**src/rtl/bag_pkg.sv**
```systemverilog
package bag_pkg;
  localparam int unsigned BURST_BITS = 2;
  localparam int unsigned BURST_LEN  = 1 << BURST_BITS;

  typedef logic [BURST_BITS-1:0] beat_t;

  function automatic beat_t lin_lo(beat_t start, beat_t beat);
    return beat_t'(start + beat);
  endfunction

  function automatic beat_t ilv_lo(beat_t start, beat_t beat);
    return start ^ beat;
  endfunction
endpackage

```
**src/rtl/bag_strobe_ctl.sv**
```systemverilog
module bag_strobe_ctl (
  input  logic strobe_a,
  input  logic strobe_b,
  input  logic advance,
  input  logic active,
  output logic load_ev,
  output logic step_ev
);
  always_comb begin
    load_ev = strobe_a | strobe_b;
    step_ev = advance & active & ~load_ev;
  end
endmodule

```
**src/rtl/bag_beat_ctr.sv**
```systemverilog
module bag_beat_ctr
  import bag_pkg::*;
(
  input  logic  clk,
  input  logic  rst,
  input  logic  load_ev,
  input  logic  step_ev,
  output beat_t beat,
  output logic  active,
  output logic  first
);
  always_ff @(posedge clk) begin
    if (rst) begin
      beat   <= '0;
      active <= 1'b0;
      first  <= 1'b0;
    end else if (load_ev) begin
      beat   <= '0;
      active <= 1'b1;
      first  <= 1'b1;
    end else if (step_ev) begin
      beat   <= beat_t'(beat + 1'b1);
      first  <= 1'b0;
    end
  end

  // without a capture or a step, the beat and the flag hold
  p_hold_r9: assert property (@(posedge clk) disable iff (rst)
    (!load_ev && !step_ev) |=> ($stable(beat) && $stable(first)));

  // a step clears the first-beat flag
  p_first_clear_r5: assert property (@(posedge clk) disable iff (rst)
    step_ev |=> !first);

  // while idle, the count does not move
  p_idle_r10: assert property (@(posedge clk) disable iff (rst)
    (!active && !load_ev) |=> (!active && beat == '0));
endmodule

```
**src/rtl/bag_base_reg.sv**
```systemverilog
module bag_base_reg #(
  parameter int unsigned ADDR_W = 18
) (
  input  logic              clk,
  input  logic              rst,
  input  logic              load_ev,
  input  logic [ADDR_W-1:0] ext_addr,
  output logic [ADDR_W-1:0] base
);
  always_ff @(posedge clk) begin
    if (rst)          base <= '0;
    else if (load_ev) base <= ext_addr;
  end

  // the start address is held for the whole burst
  p_base_hold_r8: assert property (@(posedge clk) disable iff (rst)
    !load_ev |=> $stable(base));
endmodule

```
**src/rtl/bag_addr_out.sv**
```systemverilog
module bag_addr_out
  import bag_pkg::*;
#(
  parameter int unsigned ADDR_W = 18
) (
  input  logic              interleave,
  input  logic [ADDR_W-1:0] base,
  input  beat_t             beat,
  output logic [ADDR_W-1:0] mem_addr
);
  beat_t start_lo;
  beat_t cur_lo;

  always_comb begin
    start_lo = base[BURST_BITS-1:0];
    cur_lo   = interleave ? ilv_lo(start_lo, beat) : lin_lo(start_lo, beat);
    mem_addr = {base[ADDR_W-1:BURST_BITS], cur_lo};
  end
endmodule

```
**src/rtl/burst_addr_gen.sv**
```systemverilog
module burst_addr_gen
  import bag_pkg::*;
#(
  parameter int unsigned ADDR_W = 18
) (
  input  logic              clk,
  input  logic              rst,
  input  logic              strobe_a,
  input  logic              strobe_b,
  input  logic              advance,
  input  logic              interleave,
  input  logic [ADDR_W-1:0] ext_addr,
  output logic [ADDR_W-1:0] mem_addr,
  output logic              first_beat
);
  logic              load_ev;
  logic              step_ev;
  logic              active;
  beat_t             beat;
  logic [ADDR_W-1:0] base;

  bag_strobe_ctl u_ctl (
    .strobe_a (strobe_a),
    .strobe_b (strobe_b),
    .advance  (advance),
    .active   (active),
    .load_ev  (load_ev),
    .step_ev  (step_ev)
  );

  bag_beat_ctr u_ctr (
    .clk     (clk),
    .rst     (rst),
    .load_ev (load_ev),
    .step_ev (step_ev),
    .beat    (beat),
    .active  (active),
    .first   (first_beat)
  );

  bag_base_reg #(.ADDR_W(ADDR_W)) u_base (
    .clk      (clk),
    .rst      (rst),
    .load_ev  (load_ev),
    .ext_addr (ext_addr),
    .base     (base)
  );

  bag_addr_out #(.ADDR_W(ADDR_W)) u_out (
    .interleave (interleave),
    .base       (base),
    .beat       (beat),
    .mem_addr   (mem_addr)
  );

  // reset leaves the outputs at zero
  p_reset_r1: assert property (@(posedge clk)
    rst |=> (mem_addr == '0 && !first_beat));

  // a capture presents the sampled address as the first beat
  p_load_r2: assert property (@(posedge clk) disable iff (rst)
    (strobe_a || strobe_b) |=> (first_beat && mem_addr == $past(ext_addr)));

  // a strobe outranks advance at the same edge
  p_priority_r11: assert property (@(posedge clk) disable iff (rst)
    ((strobe_a || strobe_b) && advance) |=> first_beat);

  // the upper bits do not move inside a burst
  p_upper_r8: assert property (@(posedge clk) disable iff (rst)
    (!strobe_a && !strobe_b && $stable(interleave))
      |=> $stable(mem_addr[ADDR_W-1:BURST_BITS]));
endmodule

```
**config.mk**
```make
export PLATFORM = sky130hd
export DESIGN_NAME = burst_addr_gen
export DESIGN_NICKNAME = d
export VERILOG_FILES = /design/src/rtl/bag_pkg.sv /design/src/rtl/bag_strobe_ctl.sv /design/src/rtl/bag_beat_ctr.sv /design/src/rtl/bag_base_reg.sv /design/src/rtl/bag_addr_out.sv /design/src/rtl/burst_addr_gen.sv
export SDC_FILE = /design/constraint.sdc
export NUM_CORES = 1
export LEC_CHECK = 0
export CAP_MARGIN = 30
export CORE_MARGIN = 2
export CORE_UTILIZATION = 45
export DETAILED_ROUTE_END_ITERATION = 12
export DONT_BUFFER_PORTS = 1
export PLACE_DENSITY = 0.72
export SYNTH_ARGS = -nofsm -noshare
export SYNTH_HDL_FRONTEND = slang
export SYNTH_HIERARCHICAL = 1
export SYNTH_SLANG_ARGS = --single-unit
```
**constraint.sdc**
```tcl
create_clock -name clk -period 1.26 [get_ports clk]
set_input_delay 0.126 -clock clk [delete_from_list [all_inputs] [get_ports clk]]
set_output_delay 0.126 -clock clk [all_outputs]
set_load 0.01 [all_outputs]
```
==> qor.csv <==
stage,metric,value,unit
status,status,completed,
routing,routed_wl,1.82,mm
global_routing,gr-total-overflow,0,
global_routing,grt_usage,15.0,%
critical_path,crit_buf_inv,0,
layout,diodes,0,
power_and_ir_drop,power_density,1290,nW/um^2
critical_path,cp-start-kind,register,
critical_path,critPathTopFamily,flip-flops,
critical_path,worstSetupEndpointType,output port,
synth,synthTopCellsByCount,"dfxtp_1 (22), nor2_1 (20), mux2i_1 (18)",
global_routing,grt_max_degree,23,
floorplan,die_w,50.5,um
critical_path,r2r_slack,0.17,ns
run,cap_violations,0,
layout,nFillCells,169,
routing,via_per_inst,4.79,
synth,synthTopCellsByArea,"dfxtp_1 (45%), mux2i_1 (19%), buf_4 (12%), nor2_1 (7.7%), xnor2_1 (2.7%)",
timing,fin_hold_ws,0.292,ns
synth,yosysTopAreaCellShare,45.4,%
floorplan,core,2000,um^2
synth,ys_seq_area_share,45.4,%
timing,final_hold_viol_count,0,
synth,synthesis.nets,119,
synth,ys_ff_latch,22,
routing,drtIter0Drc,5,
synth,postSynth.asyncResetShare,0,%
clock_tree,path_clk_slew,0.12,ns
timing,finalMaxSlewViolations,0,
global_routing,grt_pass1_vias,650,
timing,fin_crit_sh,99.2,%
routing,via_count,613,
global_routing,use_met2,28.9,%
synth,synth_area,971,um^2
clock_tree,worstSkewPairLatency,0.30,ns
timing,finClkSkew,0.000506,ns
placement,io_buffers,0,
floorplan,ios,43,
critical_path,slowest_stage,dfxtp_2,
clock_tree,cts_root_buf,clkbuf_4,
placement,place_congestion,0.583,
floorplan,std_cell_rows,16,
synth,synth.most_common_cell,dfxtp_1,
critical_path,r2r_start,u_ctr/beat[0]$_SDFFE_PP0P_,
floorplan,fp.dieH,50.5,um
min_path,hp-start,advance,
layout,fin_util,57.1,%
routing,ant_nets,0,
timing,rsz0062_at_grt,yes,
min_path,hold_path.class,in2reg,
layout,syn2layout_area_growth,17.8,%
clock_tree,cts_tree,built,
clock_tree,numCtsBuffers,3,
timing,maxSlewHeadroom,46.4,%
timing,worst_pin_slew,0.801,ns
timing,period_needed,1.25,ns
global_routing,grt_util_met1,15.9,%
routing,drt-pass1-iter-count,3,
timing,fmaxAchievable,800,MHz
timing,setup_viol,0,
critical_path,required,1.13,ns
global_routing,grt_pass1_wl,2.86,mm
synth,synth_edf_count,0,
routing,wire_per_inst,14.2,um
synth,synth_ff_type,dfxtp_1,
global_routing,use_met3,3.57,%
floorplan,die_area,2550,um^2
layout,drive_above_1_share,15.8,%
power_and_ir_drop,ir_drop,0.794,mV
critical_path,worstSetupStartpoint,u_base/base[0]$_SDFFE_PP0P_,
clock_tree,cts.sink_count,22,
synth,ys_warn_count,6,
critical_path,crit_arrival,1.12,ns
layout,nNetsFinal,127,
critical_path,worstSetupPathType,reg2out,
critical_path,crit_path_max_fanout,2,
power_and_ir_drop,leakagePower,0.000541,uW
synth,ys_types,20,
routing,drcViolationCount,0,
synth,syn_inst,94,
floorplan,start_util,48.5,%
synth,yosys.area.top_type,dfxtp_1,
critical_path,crit_chain,ha_2 > nor2b_4 > xnor2_2,
clock_tree,htreeDepth,1,
clock_tree,clk_path_buf_depth,2,
global_routing,antenna_found_initial,0,
critical_path,max_stage_delay,0.34,ns
synth,postSynthAreaPerCell,10.3,um^2
global_routing,globalRoute.busiestLayer,met2,
## through the flow
step / setup TNS [ns] / worst slack [ns] / instances / power (uW) / instance area [um^2]
finish: 0 / 0.0107 / 128 / 1470 / 1140
global route: -0.0286 / -0.0286 / 128 / 1540 / 1140
CTS: 0 / 0.00524 / 126 / 1480 / 1120
detailed placement: 0 / 0.234 / 102 / 888 / 851
global placement: 0 / 0.251 / 102 / 881 / 851
floorplan: 0 / 0.257 / 94 / 928 / 971
## path summary, 6_finish.rpt
check                               end  depth (start not counted)
max                         mem_addr[1]                          3
min reg2reg   u_ctr/active$_SDFFE_PP0P_                          2
max reg2reg  u_ctr/beat[1]$_SDFFE_PP0P_                          4
min          u_ctr/beat[0]$_SDFFE_PP0P_                          3
## power breakdown
group	internal [uW]	switching, uW
registers	738	44.7
clock network	321	214
logic	90.4	64.9
## metal layers
| layer | part of all wire, % | vias to the layer above |
|---|---|---|
| met3 | 7.1 | 2 |
| met1 | 40 | 278 |
| met2 | 52 | 28 |
| li1 | - | 305 |
| met4 | 1.0 | 0 |
| met5 | 0 | - |
## repair_timing
action	in CTS	in global routing
resized for setup	5	2
setup buffers	1	2
endpoints found under the hold margin	22	0
setup endpoints to repair	1	1
pin swaps	1	2
hold buffers	19	0
## flip-flops by register name, indices dropped and copies added, names as in the netlist
signal / flops
u_ctr/first: 1
u_ctr/active: 1
u_base/base: 18
u_ctr/beat: 2
## cells by family (layout without fill, tap and decap cells)
group           Yosys count  count (layout)  share of synthesized area, %
xor+xnor                  3               3                          2.71
simple gates             26              26                          12.2
mux                      18              18                          18.6
fa+ha+maj                 1               1                          1.29
buf+inv                  21              28                          17.0
compound gates            3               3                          2.83
flops                    22              22                          45.4
## layout by cell type (no fill, tap or decap)
cell type | synthesis | final
a211oi_2 | 1 | 1
clkbuf_4 | 0 | 3
nor2b_4 | 0 | 1
mux2i_1 | 18 | 18
a21bo_1 | 1 | 1
ha_2 | 0 | 1
dfxtp_1 | 22 | 20
nand3b_1 | 1 | 1
a21oi_1 | 1 | 1
nor3_1 | 1 | 1
dlygate4sd3_1 | 0 | 19
nand2b_1 | 1 | 1
or2_1 | 1 | 1
nor2_1 | 20 | 20
buf_4 | 16 | 4
dfxtp_2 | 0 | 2
inv_1 | 1 | 1
xnor2_2 | 0 | 2
and4bb_2 | 1 | 1
xnor2_1 | 3 | 1
bufinv_16 | 0 | 1
## worst reg2reg max path, delay by kind of cell, from the launching register on
family,cells,cell delay (ns)
compound gates,2,0.41
flops,1,0.34
buf+inv,2,0.25
## final cells by class
type                       instances  area, um^2  share of cell area, %
inverter                           1        3.75                  0.328
clock inverter                     1        30.0                   2.63
sequential                        22         443                   38.7
tap                               27        33.8                   2.95
clock buffer                       3        22.5                   1.97
timing repair buffer              23         220                   19.3
multi-input combinational         51         390                   34.1
No activity file was read; power rests on OpenSTA's default activity.
